[src/rtl/usb_irq_pkg.sv]
package usb_irq_pkg;
  localparam int NUM_EP   = 5;
  localparam int REG_W    = 8;
  localparam int NUM_BANK = 3;
  localparam int ADDR_W   = 3;
  localparam int N_BUSEVT = 4;

  localparam int BANK_BUS = 0;
  localparam int BANK_IN  = 1;
  localparam int BANK_OUT = 2;

  localparam int EVT_SUSPEND = 0;
  localparam int EVT_RESUME  = 1;
  localparam int EVT_BUSRST  = 2;
  localparam int EVT_SOF     = 3;

  localparam logic [REG_W-1:0] ONE_BIT   = REG_W'(1);
  localparam logic [REG_W-1:0] BUS_VALID = REG_W'((1 << N_BUSEVT) - 1);
  localparam logic [REG_W-1:0] BUS_RST   = BUS_VALID & ~(ONE_BIT << EVT_SUSPEND)
                                                     & ~(ONE_BIT << EVT_SOF);
  localparam logic [REG_W-1:0] IN_VALID  = REG_W'((1 << (NUM_EP + 1)) - 1);
  localparam logic [REG_W-1:0] OUT_VALID = IN_VALID & ~ONE_BIT;

  function automatic logic [REG_W-1:0] bank_valid(input int b);
    case (b)
      BANK_BUS: return BUS_VALID;
      BANK_IN:  return IN_VALID;
      default:  return OUT_VALID;
    endcase
  endfunction

  function automatic logic [REG_W-1:0] bank_rst_mask(input int b);
    case (b)
      BANK_BUS: return BUS_RST;
      BANK_IN:  return IN_VALID;
      default:  return OUT_VALID;
    endcase
  endfunction
endpackage

[src/rtl/usb_irq_bank.sv]
module usb_irq_bank #(
  parameter int               W        = 8,
  parameter logic [W-1:0]     VALID    = '1,
  parameter logic [W-1:0]     RST_MASK = '1
) (
  input  logic         clk,
  input  logic         rst_n,
  input  logic         en_i,
  input  logic [W-1:0] evt_i,
  input  logic         rd_flag_i,
  input  logic         wr_mask_i,
  input  logic [W-1:0] wdata_i,
  output logic [W-1:0] flags_o,
  output logic [W-1:0] mask_o,
  output logic         pend_o
);
  logic [W-1:0] flags_q, mask_q, flags_nxt, evt_v;

  assign evt_v = evt_i & VALID;

  // Clear on read first, then merge this cycle's events so none is lost.
  always_comb begin
    flags_nxt = rd_flag_i ? '0 : flags_q;
    flags_nxt = flags_nxt | evt_v;
  end

  always_ff @(posedge clk or negedge rst_n) begin
    if (!rst_n) begin
      flags_q <= '0;
      mask_q  <= RST_MASK;
    end else if (!en_i) begin
      flags_q <= '0;
      mask_q  <= RST_MASK;
    end else begin
      flags_q <= flags_nxt;
      if (wr_mask_i) mask_q <= wdata_i & VALID;
    end
  end

  assign flags_o = flags_q;
  assign mask_o  = mask_q;
  assign pend_o  = |(flags_q & mask_q);

  assert_clear_on_read_R4: assert property (@(posedge clk) disable iff (!rst_n)
    (rd_flag_i && evt_v == '0) |=> (flags_q == '0));

  assert_evt_kept_R5: assert property (@(posedge clk) disable iff (!rst_n)
    (en_i && evt_v != '0) |=> ((flags_q & $past(evt_v)) == $past(evt_v)));

  assert_disable_reset_R10: assert property (@(posedge clk) disable iff (!rst_n)
    (!en_i) |=> (flags_q == '0 && mask_q == RST_MASK));

  assert_mask_hold_R11: assert property (@(posedge clk) disable iff (!rst_n)
    (en_i && !wr_mask_i) |=> $stable(mask_q));
endmodule

[src/rtl/usb_irq_regport.sv]
module usb_irq_regport
  import usb_irq_pkg::*;
(
  input  logic                      clk,
  input  logic                      rst_n,
  input  logic                      en_i,
  input  logic                      rd_i,
  input  logic                      wr_i,
  input  logic [ADDR_W-1:0]         addr_i,
  input  logic [NUM_BANK*REG_W-1:0] flags_all_i,
  input  logic [NUM_BANK*REG_W-1:0] masks_all_i,
  output logic [NUM_BANK-1:0]       rd_flag_o,
  output logic [NUM_BANK-1:0]       wr_mask_o,
  output logic [REG_W-1:0]          rdata_o
);
  localparam int IDX_W = ADDR_W - 1;

  logic             is_mask;
  logic [IDX_W-1:0] idx;
  logic [REG_W-1:0] rd_mux;

  assign is_mask = addr_i[ADDR_W-1];
  assign idx     = addr_i[IDX_W-1:0];

  for (genvar b = 0; b < NUM_BANK; b++) begin : g_dec
    assign rd_flag_o[b] = en_i && rd_i && !is_mask && (idx == IDX_W'(b));
    assign wr_mask_o[b] = en_i && wr_i &&  is_mask && (idx == IDX_W'(b));
  end

  always_comb begin
    rd_mux = '0;
    for (int b = 0; b < NUM_BANK; b++) begin
      if (idx == IDX_W'(b))
        rd_mux = is_mask ? masks_all_i[b*REG_W +: REG_W] : flags_all_i[b*REG_W +: REG_W];
    end
  end

  always_ff @(posedge clk or negedge rst_n) begin
    if (!rst_n)          rdata_o <= '0;
    else if (!en_i)      rdata_o <= '0;
    else if (rd_i)       rdata_o <= rd_mux;
  end

  assert_hole_reads_zero_R11: assert property (@(posedge clk) disable iff (!rst_n)
    (en_i && rd_i && int'(idx) >= NUM_BANK) |=> (rdata_o == '0));

  assert_rdata_hold_R4: assert property (@(posedge clk) disable iff (!rst_n)
    (en_i && !rd_i) |=> $stable(rdata_o));
endmodule

[src/rtl/usb_irq_req.sv]
module usb_irq_req
  import usb_irq_pkg::*;
(
  input  logic                clk,
  input  logic                rst_n,
  input  logic                en_i,
  input  logic [NUM_BANK-1:0] pend_i,
  output logic                irq_o
);
  always_ff @(posedge clk or negedge rst_n) begin
    if (!rst_n)     irq_o <= 1'b0;
    else if (!en_i) irq_o <= 1'b0;
    else            irq_o <= |pend_i;
  end

  assert_irq_rise_R3: assert property (@(posedge clk) disable iff (!rst_n)
    (en_i && pend_i != '0) |=> irq_o);

  assert_irq_fall_R9: assert property (@(posedge clk) disable iff (!rst_n)
    (pend_i == '0) |=> !irq_o);

  assert_irq_off_R10: assert property (@(posedge clk) disable iff (!rst_n)
    (!en_i) |=> !irq_o);
endmodule

[src/rtl/usb_irq_agg.sv]
module usb_irq_agg
  import usb_irq_pkg::*;
(
  input  logic              clk,
  input  logic              rst_n,
  input  logic              ctrl_en,
  input  logic [N_BUSEVT-1:0] evt_bus_i,
  input  logic [NUM_EP:0]   evt_in_i,
  input  logic [NUM_EP:1]   evt_out_i,
  input  logic              reg_rd_i,
  input  logic              reg_wr_i,
  input  logic [ADDR_W-1:0] reg_addr_i,
  input  logic [REG_W-1:0]  reg_wdata_i,
  output logic [REG_W-1:0]  reg_rdata_o,
  output logic              irq_o
);
  logic [REG_W-1:0]          evt_vec [NUM_BANK];
  logic [NUM_BANK*REG_W-1:0] flags_all, masks_all;
  logic [NUM_BANK-1:0]       rd_flag, wr_mask, pend;

  always_comb begin
    for (int b = 0; b < NUM_BANK; b++) evt_vec[b] = '0;
    evt_vec[BANK_BUS][N_BUSEVT-1:0] = evt_bus_i;
    evt_vec[BANK_IN][NUM_EP:0]      = evt_in_i;
    evt_vec[BANK_OUT][NUM_EP:1]     = evt_out_i;
  end

  for (genvar b = 0; b < NUM_BANK; b++) begin : g_bank
    usb_irq_bank #(
      .W        (REG_W),
      .VALID    (bank_valid(b)),
      .RST_MASK (bank_rst_mask(b))
    ) bank_i (
      .clk       (clk),
      .rst_n     (rst_n),
      .en_i      (ctrl_en),
      .evt_i     (evt_vec[b]),
      .rd_flag_i (rd_flag[b]),
      .wr_mask_i (wr_mask[b]),
      .wdata_i   (reg_wdata_i),
      .flags_o   (flags_all[b*REG_W +: REG_W]),
      .mask_o    (masks_all[b*REG_W +: REG_W]),
      .pend_o    (pend[b])
    );
  end

  usb_irq_regport regport_i (
    .clk         (clk),
    .rst_n       (rst_n),
    .en_i        (ctrl_en),
    .rd_i        (reg_rd_i),
    .wr_i        (reg_wr_i),
    .addr_i      (reg_addr_i),
    .flags_all_i (flags_all),
    .masks_all_i (masks_all),
    .rd_flag_o   (rd_flag),
    .wr_mask_o   (wr_mask),
    .rdata_o     (reg_rdata_o)
  );

  usb_irq_req req_i (
    .clk    (clk),
    .rst_n  (rst_n),
    .en_i   (ctrl_en),
    .pend_i (pend),
    .irq_o  (irq_o)
  );

  assert_masked_quiet_R6: assert property (@(posedge clk) disable iff (!rst_n)
    ((flags_all & masks_all) == '0) |=> !irq_o);
endmodule

[config.mk]
export PLATFORM = sky130hd
export DESIGN_NAME = usb_irq_agg
export DESIGN_NICKNAME = d
export VERILOG_FILES = /design/src/rtl/usb_irq_pkg.sv /design/src/rtl/usb_irq_bank.sv /design/src/rtl/usb_irq_regport.sv /design/src/rtl/usb_irq_req.sv /design/src/rtl/usb_irq_agg.sv
export SDC_FILE = /design/constraint.sdc
export NUM_CORES = 1
export LEC_CHECK = 0
export ABC_AREA = 1
export ABC_CLOCK_PERIOD_IN_PS = 1400
export BUFFER_PORTS_ARGS = -buffer_cell sky130_fd_sc_hd__buf_2
export CAP_MARGIN = 20
export CORE_MARGIN = 4
export CORE_UTILIZATION = 55
export DETAILED_ROUTE_END_ITERATION = 6
export HOLD_SLACK_MARGIN = 0.06
export PLACE_DENSITY = 0.82
export SLEW_MARGIN = 15
export SYNTH_ARGS = -nofsm -noshare
export SYNTH_HDL_FRONTEND = slang
export SYNTH_SLANG_ARGS = --single-unit
[constraint.sdc]
create_clock -name clk -period 1.4 [get_ports clk]
set_input_delay 0.28 -clock clk [delete_from_list [all_inputs] [get_ports clk]]
set_output_delay 0.28 -clock clk [all_outputs]
set_load 0.05 [all_outputs]
# ---- Word-level counts from Yosys, hierarchy flattened
# Cells that the tools add are included.
dict set report classes {
  eq_ne 6
  mux 21
  n_bitwise 6
  n_reduce_logical 13
}
# operator n
set op_table {}
lappend op_table {{$mux 8} 20}
lappend op_table {{$and 8x8->8} 3}
lappend op_table {{$reduce_or 24->1} 1}
lappend op_table {{$or 8x6->8} 2}
lappend op_table {{$logic_and 1x1->1} 10}
lappend op_table {{$ne 2x1->1 const B} 4}
lappend op_table {{$or 8x4->8} 1}
lappend op_table {{$eq 2x1->1 const B} 1}
lappend op_table {{$eq 2x2->1 const B} 1}
lappend op_table {{$logic_not 2->1} 1}
lappend op_table {{$logic_not 1->1} 1}
lappend op_table {{$mux 1} 1}
dict set report word_totals {
  input_bits 31
  reg_bits 57
  output_inout_bits 9
  elab_cells 54
}

# ---- Logic depth before layout (Yosys ltp)
dict set report depth {
  depth_word 6
  mapped_depth 8
  ltp_nobuf 7
}

# ---- Hierarchy
# From an unflattened synthesis, not the netlist that was laid out.
dict set report unflattened {
  hier_cells 337
  area_unflattened_um2 2321.0
}
# mod cells_each n_inst seq_area_each_um2 area_per_inst_um2
set modules_own_cells {}
lappend modules_own_cells {usb_irq_regport 160 1 200.2 867.1}
lappend modules_own_cells {{usb_irq_bank (g_bank[1].bank_i)} 62 1 307.8 525.5}
lappend modules_own_cells {{usb_irq_bank (g_bank[2].bank_i)} 56 1 256.5 464.2}
lappend modules_own_cells {{usb_irq_bank (g_bank[0].bank_i)} 53 1 202.7 419.2}
lappend modules_own_cells {usb_irq_req 5 1 25.0 41.3}
lappend modules_own_cells {usb_irq_agg 1 1 0.0 3.8}

# ---- Least setup slack after synthesis
# OpenSTA, ideal clock, no wires.
dict set report synth_timing {
  path_type {register to output}
  start {register regport_i.rdata_o[6] (netlist name)}
  end {output port reg_rdata_o[7]}
  slack_ns 0.223
  arrival_ns 0.897
  stages_incl_launch_ff 2
  n_path_buf 1
  required_time_ns 1.120
  path_cell_list {dfrtp_1 -> buf_4}
}
# element line
set synth_lines {}
lappend synth_lines {{end, declared} usb_irq_agg.sv:14} ;# output logic [REG_W-1:0] reg_rdata_o,

# ---- Worst setup path in the final report
dict set report layout_timing {
  start {register regport_i.rdata_o[1]}
  end {output port reg_rdata_o[1]}
}
# element line
set layout_lines {}
lappend layout_lines {{start, declared} usb_irq_regport.sv:14} ;# output logic [REG_W-1:0] rdata_o
lappend layout_lines {{start signal, assigned} usb_irq_regport.sv:41} ;# else if (rd_i) rdata_o <= rd_mux;
# No word-level cell between the ends.

==> impl_metrics.toml <==
[status]
outcome = "finished, final reports clean"

[final_layout]
finalCoreUtilization = 0.6618
antennaDiodeCount = 0
layout.nets = 316
drive_gt1_frac = 0.2552
syn_to_final_growth_pct = 16.89
multi_input_comb_area_um2 = 784.5
n_fill_cell = 314
regArea_um2 = 967.2

[logic_synthesis]
synth_warnings = 0
muxShareOfSynthArea = 0
synth_xor_area_frac = 0
synth_seq_cells = 38
yosysTopAreaCell = "dfrtp_1"
syn_avg_cell_area_um2 = 7.775
yosys.area_share.adder = 0
yosys-top-cells-area = "dfrtp_1 (33%), dfstp_2 (18%), nand2_1 (15%), nor2_1 (5.8%), a21oi_1 (4.5%)"
synth_simple_gate_area_frac = 0.2861
synth_cells = 243
synth_compound_area_frac = 0.1291
synth_cell_types = 19
synth_top_cell_area_share = 0.3311
seq_area_frac_synth = 0.5119
synth_top_family_by_area = "simple AND/OR/NAND/NOR gates"
netlist_area_um2 = 1889
syn-num-nets = 274

[sta]
slew_headroom = 0.7323
skew_ns = 0.006992
slew_violations = 0
clock.fmax_mhz = 786.3
hold_ws_ns = 0.1173
setup_viol = 0
finalCriticalPeriod_ns = 1.272
setup-tns-final_ns = 0
rsz0062_at_grt = "false"
hold_violations = 0
worst_slew_pin_slew_ns = 0.4015
fin_crit_sh = 0.9084

[clock_tree]
htreeDepth = 2
clock_path_buffers = 2
tritoncts = "done"
clockRootBuffer = "clkbuf_4"
cts.sinks = 38
clock_latency_ns = 0.36
ctsResizeCount = 0
hold_buffers = 1
cts_setup_buffers = 0
clkTransAtPathRegs_ns = 0.11
cts_buffers = 5

[setup_path]
endpoint_kind = "output pin"
path_class = "reg -> out"
crit_buf_inv = 1
path_cells = "buf_2"
required_ns = 1.12
start_kind = "flop"
cp_max_fo = 2
worstPathArrival_ns = 0.99
cpMaxStageDelayCell = "dfrtp_1"
worstSetupStartpoint = "regport_i.rdata_o[1]$_DFFE_PN0P_"
r2r-start = "g_bank[1].bank_i.mask_o[3]$_DFFE_PN1P_"
critical-path-top-delay-family = "flip-flops"
slowest_delay_ns = 0.37

[power_and_ir_drop]
peakVddDrop_mv = 0.5709
power_density_nw_per_um2 = 1034
power.leakage_nw = 1.164

[job]
max-cap-violations = 0

[drt]
vias = 1693
drt_iter0_drc = 117
dr.pass1.iters = 5
wl_um = 4391
wl_per_cell_um = 13.23
drc = 0
final_antenna_net_count = 0
via_per_inst = 5.099

[global_routing]
antenna_found_initial = 0
grt_max_degree = 24
grt_pass1_wl_um = 7369
grt-ovfl-total = 0
grt_pass1_vias = 1609
track_usage = 0.2244

[die]
die_y_um = 66.61
pin_count = 40
die_area_um2 = 4437
rows = 21
die_w_um = 66.61
fp.coreArea_um2 = 3337
start_util = 0.5662

[placed_design]
port_buffers = 37
gp_congestion = 0.9091
hpwlAfterDp_um = 3349

[worst_hold_path]
holdCritPathClass = "in -> reg"
min-delay-start = "reg_rd_i"
-- kinds of logic after synthesis --
| kind of cell | count (synthesis) |
|---|---|
| buf+inv | 32 |
| flops | 38 |
| simple gates | 130 |
| compound gates | 43 |
-- synthesized netlist by cell type --
cell	count
a21oi_1	17
buf_2	5
buf_4	3
dfrtp_1	25
dfstp_2	13
inv_1	21
inv_2	3
nand2_1	77
nand3_1	15
nor2_1	29
nor2_2	1
nor2_4	2
nor3b_1	1
o211ai_1	7
o21ai_0	8
o21ai_1	10
o21ai_4	1
or2_1	2
or2_2	3
-- cell usage in the layout, fill, tap and decap left out, drive strengths merged --
cell type,count
nor3b,1
clkinv,1
a21oi,17
nand3,15
dfstp,13
buf,42
nand2,77
clkinvlp,1
clkbuf,6
dlygate4sd3,1
o21ai,19
dfrtp,25
nor2,32
o211ai,7
or2,5
inv,24
-- worst register-to-register path, stage by stage (launching register included) --
cell	delay, ns
dfstp_2	0.53
inv_1	0.05
o21ai_0	0.17
nor2_1	0.07
nand2_1	0.07
nor2_1	0.04
nor2_1	0.07
-- area by class of cell --
type / instances / area share
clock buffer: 6 / 0.02323
inverter: 24 / 0.04079
multi-input combinational: 173 / 0.3552
timing repair buffer: 43 / 0.1110
clock inverter: 2 / 0.005666
tap: 46 / 0.02606
sequential: 38 / 0.4380
-- where the power goes --
| part | switching, W | total, W | internal, W | leakage [nW] |
|---|---|---|---|---|
| clock | 0.000379 | 0.000620 | 0.000241 | 0.0343 |
| sequential | 0.0000548 | 0.00126 | 0.00120 | 0.457 |
| combinational | 0.000261 | 0.000404 | 0.000143 | 0.672 |
| total | 0.000695 | 0.00228 | 0.00159 | 1.16 |
-- per-layer routing --
metal	up-vias	part of all wire	track usage	wire length [um]
li1	858	-	-	-
met1	780	0.45	0.2893	1961
met2	49	0.48	0.3676	2113
met3	6	0.060	0.04890	265
met4	0	0.011	0.08376	50
met5	-	0	0	0
-- sequential cells by signal, indices dropped and copies added (netlist names) --
register	cells
g_bank.bank_i.flags_o	15
g_bank.bank_i.mask_o	15
regport_i.rdata_o	7
req_i.irq_o	1
-- through the flow --
stage	area (um2)	power, W	std cells	setup WS, ns
floorplan	1889	0.001530	243	0.2228
global placement	2135	0.001669	323	0.09285
detailed placement	2135	0.001681	323	0.04498
CTS	2208	0.002295	332	0.1209
global route	2208	0.002406	332	0.07674
finish	2208	0.002282	332	0.1282
-- path summary, 6_finish.rpt --
kind,to,slack (ns),depth (start not counted)
min in group asynchronous,g_bank[0].bank_i.flags_o[0]$_DFF_PN0_,0.39,2
max in group asynchronous,g_bank[1].bank_i.mask_o[5]$_DFFE_PN1P_,0.48,3
worst min-delay path,regport_i.rdata_o[6]$_DFFE_PN0P_,0.12,2
worst min register to register,regport_i.rdata_o[0]$_DFFE_PN0P_,0.49,2
worst max register to register,req_i.irq_o$_DFF_PN0_,0.34,6
worst max-delay path,reg_rdata_o[1],0.13,1
Note: power is estimated with default switching activity, not from simulation.
